==> config.mk <==
export PLATFORM = sky130hd
export DESIGN_NAME = tframe_gate
export DESIGN_NICKNAME = d
export VERILOG_FILES = /design/src/rtl/tframe_pkg.sv /design/src/rtl/tframe_perm.sv /design/src/rtl/tframe_cfg_map.sv /design/src/rtl/tframe_gate.sv
export SDC_FILE = /design/constraint.sdc
export NUM_CORES = 1
export LEC_CHECK = 0
export BUFFER_PORTS_ARGS = -buffer_cell sky130_fd_sc_hd__clkbuf_2
export CORE_ASPECT_RATIO = 1.25
export CORE_MARGIN = 1
export CORE_UTILIZATION = 42
export DETAILED_ROUTE_END_ITERATION = 6
export GPL_ROUTABILITY_DRIVEN = 0
export PLACE_DENSITY_LB_ADDON = 0.05
export REMOVE_ABC_BUFFERS = 1
export SYNTH_ARGS = -nofsm -noshare
export SYNTH_HDL_FRONTEND = slang
export SYNTH_SLANG_ARGS = --single-unit
==> constraint.sdc <==
create_clock -name clk -period 3.2 [get_ports clk]
set_clock_uncertainty 0.05 [all_clocks]
set_input_delay 0.32 -clock clk [delete_from_list [all_inputs] [get_ports clk]]
set_output_delay 0.32 -clock clk [all_outputs]
set_load 0.02 [all_outputs]
==> src/rtl/tframe_pkg.sv <==
package tframe_pkg;

    localparam int TF_DW    = 32;
    localparam int TF_OW    = 2 * TF_DW;
    localparam int TF_PERMW = 6;
    localparam int TF_SVW   = 4;
    localparam int TF_SVDW  = 10;

    typedef enum logic [2:0] {
        SEL_PCNT  = 3'd0,
        SEL_VCNT  = 3'd1,
        SEL_FREQ  = 3'd2,
        SEL_VOFF  = 3'd3,
        SEL_PTMR  = 3'd4,
        SEL_VTMR  = 3'd5,
        SEL_SVCTL = 3'd6,
        SEL_RSVD  = 3'd7
    } tf_sel_e;

    typedef struct packed {
        logic has_view2;
        logic has_virt;
        logic present;
    } tf_caps_t;

    // compact second-view store: [0] phys count, [1] virt count, [2] virt timers, [3] phys timers
    function automatic logic [TF_SVW-1:0] sv_compact(input logic [TF_SVDW-1:0] raw);
        return {raw[9], raw[8], raw[1], raw[0]};
    endfunction

    function automatic logic [TF_SVDW-1:0] sv_expand(input logic [TF_SVW-1:0] c);
        return {c[3], c[2], 6'b000000, c[1], c[0]};
    endfunction

endpackage

==> src/rtl/tframe_perm.sv <==
module tframe_perm
    import tframe_pkg::*;
(
    input  logic                in_range,
    input  tf_caps_t            caps,
    input  logic                ns_open,
    input  logic [TF_PERMW-1:0] perm,
    input  logic [TF_SVW-1:0]   svc,
    input  logic [2:0]          sel,
    input  logic                is_write,
    input  logic                is_ns,
    input  logic                is_view2,
    output logic                grant
);

    logic base_ok;
    logic virt_ok;
    logic dir_ok;
    logic first_ok;
    logic second_ok;
    logic needs_virt;
    logic read_only;

    always_comb begin
        needs_virt = (sel == SEL_VCNT) || (sel == SEL_VOFF) || (sel == SEL_VTMR);
        read_only  = (sel == SEL_PCNT) || (sel == SEL_VCNT) ||
                     (sel == SEL_FREQ) || (sel == SEL_VOFF);

        base_ok = in_range && caps.present && (sel != SEL_RSVD) &&
                  (!is_view2 || caps.has_view2) &&
                  (!is_ns || ns_open);
        virt_ok = !needs_virt || caps.has_virt;
        dir_ok  = !(is_write && read_only);

        unique case (sel)
            SEL_PCNT:  first_ok = perm[0];
            SEL_VCNT:  first_ok = perm[1];
            SEL_FREQ:  first_ok = perm[2];
            SEL_VOFF:  first_ok = perm[3];
            SEL_PTMR:  first_ok = perm[5];
            SEL_VTMR:  first_ok = perm[4];
            SEL_SVCTL: first_ok = 1'b1;
            default:   first_ok = 1'b0;
        endcase

        unique case (sel)
            SEL_PCNT: second_ok = svc[0];
            SEL_VCNT: second_ok = svc[1];
            SEL_FREQ: second_ok = svc[0] | svc[1];
            SEL_PTMR: second_ok = svc[3];
            SEL_VTMR: second_ok = svc[2];
            default:  second_ok = 1'b0;
        endcase

        grant = base_ok && virt_ok && dir_ok && first_ok && (!is_view2 || second_ok);
    end

endmodule

==> src/rtl/tframe_cfg_map.sv <==
module tframe_cfg_map
    import tframe_pkg::*;
#(
    parameter int          NF       = 8,
    parameter logic [63:0] TIMER_ID = 64'h0007_0007_0105_0307
) (
    input  logic [7:0]                     addr,
    input  logic [NF-1:0]                  nsmap,
    input  logic [NF-1:0][TF_PERMW-1:0]    perm,
    input  logic [NF-1:0][TF_OW-1:0]       voff,
    output logic [TF_DW-1:0]               rdata,
    output logic                           hit_ns,
    output logic [NF-1:0]                  hit_perm,
    output logic [NF-1:0]                  hit_off_lo,
    output logic [NF-1:0]                  hit_off_hi
);

    localparam logic [7:0] ADDR_NS     = 8'h04;
    localparam logic [7:0] ADDR_CAP_LO = 8'h08;
    localparam logic [7:0] ADDR_CAP_HI = 8'h0C;
    localparam logic [7:0] ADDR_PERM   = 8'h40;
    localparam logic [7:0] ADDR_OFF    = 8'h80;

    always_comb begin
        rdata      = '0;
        hit_ns     = (addr == ADDR_NS);
        hit_perm   = '0;
        hit_off_lo = '0;
        hit_off_hi = '0;

        if (hit_ns)
            rdata = TF_DW'(nsmap);
        if (addr == ADDR_CAP_LO)
            rdata = TIMER_ID[TF_DW-1:0];
        if (addr == ADDR_CAP_HI)
            rdata = TIMER_ID[TF_OW-1:TF_DW];

        for (int f = 0; f < NF; f++) begin
            if (addr == ADDR_PERM + 8'(4 * f)) begin
                hit_perm[f] = 1'b1;
                rdata       = TF_DW'(perm[f]);
            end
            if (addr == ADDR_OFF + 8'(8 * f)) begin
                hit_off_lo[f] = 1'b1;
                rdata         = voff[f][TF_DW-1:0];
            end
            if (addr == ADDR_OFF + 8'(8 * f + 4)) begin
                hit_off_hi[f] = 1'b1;
                rdata         = voff[f][TF_OW-1:TF_DW];
            end
        end
    end

endmodule

==> src/rtl/tframe_gate.sv <==
module tframe_gate
    import tframe_pkg::*;
#(
    parameter int          NUM_FRAMES = 8,
    parameter logic [63:0] TIMER_ID   = 64'h0007_0007_0105_0307
) (
    input  logic               clk,
    input  logic               rst_n,
    input  logic               cfg_we,
    input  logic [7:0]         cfg_addr,
    input  logic [TF_DW-1:0]   cfg_wdata,
    output logic [TF_DW-1:0]   cfg_rdata,
    input  logic               acc_valid,
    input  logic [2:0]         acc_frame,
    input  logic [2:0]         acc_sel,
    input  logic               acc_write,
    input  logic               acc_ns,
    input  logic               acc_view2,
    input  logic [TF_SVDW-1:0] acc_wdata,
    output logic               rsp_valid,
    output logic               rsp_grant,
    output logic [TF_OW-1:0]   rsp_rdata
);

    localparam int NF = NUM_FRAMES;

    typedef struct packed {
        logic [NF-1:0]                 nsmap;
        logic [NF-1:0][TF_PERMW-1:0]   perm;
        logic [NF-1:0][TF_SVW-1:0]     svc;
        logic [NF-1:0][TF_OW-1:0]      voff;
        logic                          rsp_valid;
        logic                          rsp_grant;
        logic [TF_OW-1:0]              rsp_rdata;
    } state_t;

    state_t state_d, state_q;

    tf_caps_t caps [NF];

    for (genvar g = 0; g < NF; g++) begin : g_caps
        assign caps[g] = '{has_view2: TIMER_ID[8*g+2],
                           has_virt:  TIMER_ID[8*g+1],
                           present:   TIMER_ID[8*g]};
    end

    // selected frame's controls
    logic                in_range;
    tf_caps_t            cur_caps;
    logic                cur_ns;
    logic [TF_PERMW-1:0] cur_perm;
    logic [TF_SVW-1:0]   cur_svc;
    logic [TF_OW-1:0]    cur_off;

    always_comb begin
        in_range = 1'b0;
        cur_caps = '0;
        cur_ns   = 1'b0;
        cur_perm = '0;
        cur_svc  = '0;
        cur_off  = '0;
        for (int f = 0; f < NF; f++) begin
            if (acc_frame == 3'(f)) begin
                in_range = 1'b1;
                cur_caps = caps[f];
                cur_ns   = state_q.nsmap[f];
                cur_perm = state_q.perm[f];
                cur_svc  = state_q.svc[f];
                cur_off  = state_q.voff[f];
            end
        end
    end

    logic grant;

    tframe_perm u_perm (
        .in_range (in_range),
        .caps     (cur_caps),
        .ns_open  (cur_ns),
        .perm     (cur_perm),
        .svc      (cur_svc),
        .sel      (acc_sel),
        .is_write (acc_write),
        .is_ns    (acc_ns),
        .is_view2 (acc_view2),
        .grant    (grant)
    );

    logic          hit_ns;
    logic [NF-1:0] hit_perm;
    logic [NF-1:0] hit_off_lo;
    logic [NF-1:0] hit_off_hi;

    tframe_cfg_map #(
        .NF       (NF),
        .TIMER_ID (TIMER_ID)
    ) u_cfg_map (
        .addr       (cfg_addr),
        .nsmap      (state_q.nsmap),
        .perm       (state_q.perm),
        .voff       (state_q.voff),
        .rdata      (cfg_rdata),
        .hit_ns     (hit_ns),
        .hit_perm   (hit_perm),
        .hit_off_lo (hit_off_lo),
        .hit_off_hi (hit_off_hi)
    );

    logic ok_now;

    always_comb begin
        state_d = state_q;
        ok_now  = acc_valid && grant;

        state_d.rsp_valid = acc_valid;
        state_d.rsp_grant = ok_now;
        state_d.rsp_rdata = '0;

        if (ok_now && !acc_write) begin
            if (acc_sel == SEL_VOFF)
                state_d.rsp_rdata = cur_off;
            else if (acc_sel == SEL_SVCTL)
                state_d.rsp_rdata = TF_OW'(sv_expand(cur_svc));
        end

        if (ok_now && acc_write && (acc_sel == SEL_SVCTL)) begin
            for (int f = 0; f < NF; f++) begin
                if (acc_frame == 3'(f))
                    state_d.svc[f] = sv_compact(acc_wdata);
            end
        end

        if (cfg_we) begin
            if (hit_ns)
                state_d.nsmap = cfg_wdata[NF-1:0];
            for (int f = 0; f < NF; f++) begin
                if (hit_perm[f])
                    state_d.perm[f] = cfg_wdata[TF_PERMW-1:0];
                if (hit_off_lo[f])
                    state_d.voff[f][TF_DW-1:0] = cfg_wdata;
                if (hit_off_hi[f])
                    state_d.voff[f][TF_OW-1:TF_DW] = cfg_wdata;
            end
        end
    end

    always_ff @(posedge clk or negedge rst_n) begin
        if (!rst_n)
            state_q <= '0;
        else
            state_q <= state_d;
    end

    assign rsp_valid = state_q.rsp_valid;
    assign rsp_grant = state_q.rsp_grant;
    assign rsp_rdata = state_q.rsp_rdata;

endmodule

==> flow_summary.yaml <==
routing:
  wire_per_inst_um: 31.4
  dr.first_iter.drc_count: 2800
  first_pass_iters: 6
  viasPerCell: 6.38
  postRouteAntennaNets: 0
  drt_wl_total_um: 135000
  drcViolationCount: 0
  num_vias: 27400
layout:
  syn2layout_area_growth_pct: 16.3
  seq_area_mm2: 0.0167
  drive_above_1_share: 0.449
  diodes: 0
  fillers: 7559
  multi_input_area_mm2: 0.0177
  finalNetCount: 3211
  fin_util: 0.494
  layoutNonFillerInstCount: 4296
logic_synthesis:
  synthXorXnorAreaFrac: 0.000489
  synth-seq-cells: 666
  synthSimpleGateAreaFrac: 0.0673
  yosysMostFrequentCell: "dfrtp_1"
  synth.top_cell.area_share: 0.465
  synth_seq_area_share: 0.465
  synth.distinct_cells: 79
  syn_area_mm2: 0.0358
  yosys.area.top_type: "dfrtp_1"
  netlist_instances: 2992
  synth_mux_area_frac: 0.302
  synth_area_leaders: "dfrtp_1, mux2_2, mux4_2"
  yosys_warnings: 0
  synthAdderAreaFrac: 0
  synth_top_family_by_area: "multiplexers"
  synth_commonest_cells: "dfrtp_1, mux2_2, nand2_1"
  avgSynthCellArea_um2: 12.0
  async_flop_share: 1.00
  synth_compound_area_frac: 0.118
  synth_edf_count: 0
  synth_ff_type: "dfrtp_1"
worst_setup_path:
  critPathMaxStageDelay_ns: 0.52
  worstPathMaxFanout: 13
  endpoint_kind: "output pin"
  path_cells: "clkbuf_2, buf_6, nor4bb_4, buf_4, nand2_1, a21oi_1, buf_4, a211o_1, o21ai_0, clkbuf_2"
  required_ns: 2.83
  crit_type: "in -> out"
  cp-start-kind: "input pin"
  cp_data_arrival_time_ns: 2.82
  path_delay_family: "buffers and inverters"
  slowest_stage: "nor4bb_4"
  worst-path-buf-inv: 5
floorplanning:
  core_mm2: 0.0844
  initial_core_util: 0.425
  dieArea_mm2: 0.0865
  num_io_pins: 161
  num_rows: 119
  fp.dieW_um: 263
  die_h_um: 329
global_route:
  grtUsageTotal: 0.311
  grt_pass1_wl_um: 197000
  grt_pass1_vias: 28200
  grt_max_degree: 79
  antenna_found_initial: 4
  grt-ovfl-total: 0
outcome:
  status: "complete, no violations"
timing:
  worst_slew_pin_slew_ns: 0.957
  whs_ns: 0.0431
  fin_setup_tns_ns: 0
  fin_crit_ns: 3.19
  setup_viol: 0
  rsz0062_at_grt: "true"
  hold_viol: 0
  fmax_mhz: 314
  finalCritPeriodShare: 0.996
  drv_slew: 0
  slew_headroom: 0.362
clocking:
  cts_tree: "built"
  clkSinkCount: 666
  clk_latency_ns: 0.65
  cts_buffer_depth: 3
  cts_buffers: 75
  cts_root_buf: "clkbuf_16"
  cts.htree.levels: 3
  clk_pin_slew_ns: 0.06
run:
  maxCapViolCount: 0
pwr:
  leakage_nw: 19.4
  peakVddDrop_v: 0.000344
  finalPower_mw: 20.0
  p_per_area_mw_per_mm2: 481
placed_design:
  dpl.hpwl_um: 90300
  portBuffers: 154
  dp.cells: 4143
min_path:
  hold_path_class: "in -> reg"
worst reg2reg max path, cell delays in order, from the launching register on:
cell and delay (ns):
dfrtp_1 0.41, mux2_2 0.28, o221a_2 0.26, a221oi_1 0.24
buf_4 0.17, o221ai_1 0.13, nor4b_2 0.51, or3_4 0.32
buf_12 0.24, a21oi_2 0.14
final cells by class:
class                   count  share of cell area
repair buffers            420              0.0797
inverters                   7            0.000631
flip-flops and latches    666               0.400
clock buffers             113              0.0546
multi-input cells        1978               0.426
clock inverters            23             0.00691
well taps                1089              0.0327
sequential cells by signal (all words and copies together), names as in the netlist:
| register | flops |
|---|---|
| state_q | 600 |
| rsp_rdata | 64 |
| rsp_grant | 1 |
| rsp_valid | 1 |
where the power goes:
part	leakage (nW)	switching, mW	internal (mW)
sequential	9.20	0.329	8.77
clock	1.25	3.71	5.33
combinational	8.91	1.08	0.823
total	19.4	5.12	14.9
logic make-up after synthesis:
group,Yosys count
buffers and inverters,348
xor gates and xnor gates,2
AOI/OAI and AO/OA,643
and+or+nand+nor,491
muxes,842
DFF,666
routing by layer:
metal  track usage  share of wire  routed length [um]
met3        0.0455          0.064                8690
met5             0        0.00031                  42
met2         0.525           0.49               66100
met1         0.388           0.39               53000
met4         0.158          0.054                7290
cells in the final DEF, fill, tap and decap left out, types with 12 or more instances in the layout:
master,n
a211oi_1,22
a21oi_1,141
a21oi_2,47
a221oi_1,12
a22oi_1,30
a31oi_1,29
buf_12,35
buf_4,216
clkbuf_1,16
clkbuf_16,78
clkbuf_2,147
clkbuf_8,20
dfrtp_1,666
mux2_2,658
mux2i_1,59
mux4_2,125
nand2_1,165
nand2_2,12
nand3_1,36
nor2_1,123
nor2b_1,30
nor3_1,13
o211ai_1,22
o21a_1,23
o21ai_0,116
o22ai_1,116
o32a_1,18
through the flow:
step	instance area, um^2	setup WS, ns
after global placement	38800	-0.279
after global routing	41700	-0.0134
after CTS	41400	0.0138
after floorplan	34200	-2.02
final	41700	0.0118
after detailed placement	38800	-0.336
timing repair:
item / 4_1_cts / 5_1_grt
hold endpoints to repair: 89 / 0
endpoints found under the setup margin: 13 / 26
hold buffers: 7 / 0
setup buffers: 0 / 10
pin swaps: 1 / 9
resized for setup: 9 / 31
final timing paths:
path / end / cells past startpoint / from / slack [ns]
min reg2reg: state_q[606] / 0 / state_q[606] / 0.33
max in group asynchronous: state_q[444] / 3 / rst_n / 1.86
max reg2reg: rsp_rdata[49] / 9 / state_q[650] / 0.33
max: cfg_rdata[18] / 10 / cfg_addr[6] / 0.01
min: rsp_rdata[34] / 3 / acc_frame[2] / 0.04
min in group asynchronous: rsp_rdata[4] / 2 / rst_n / 0.24
(Power assumes the default switching activity.)
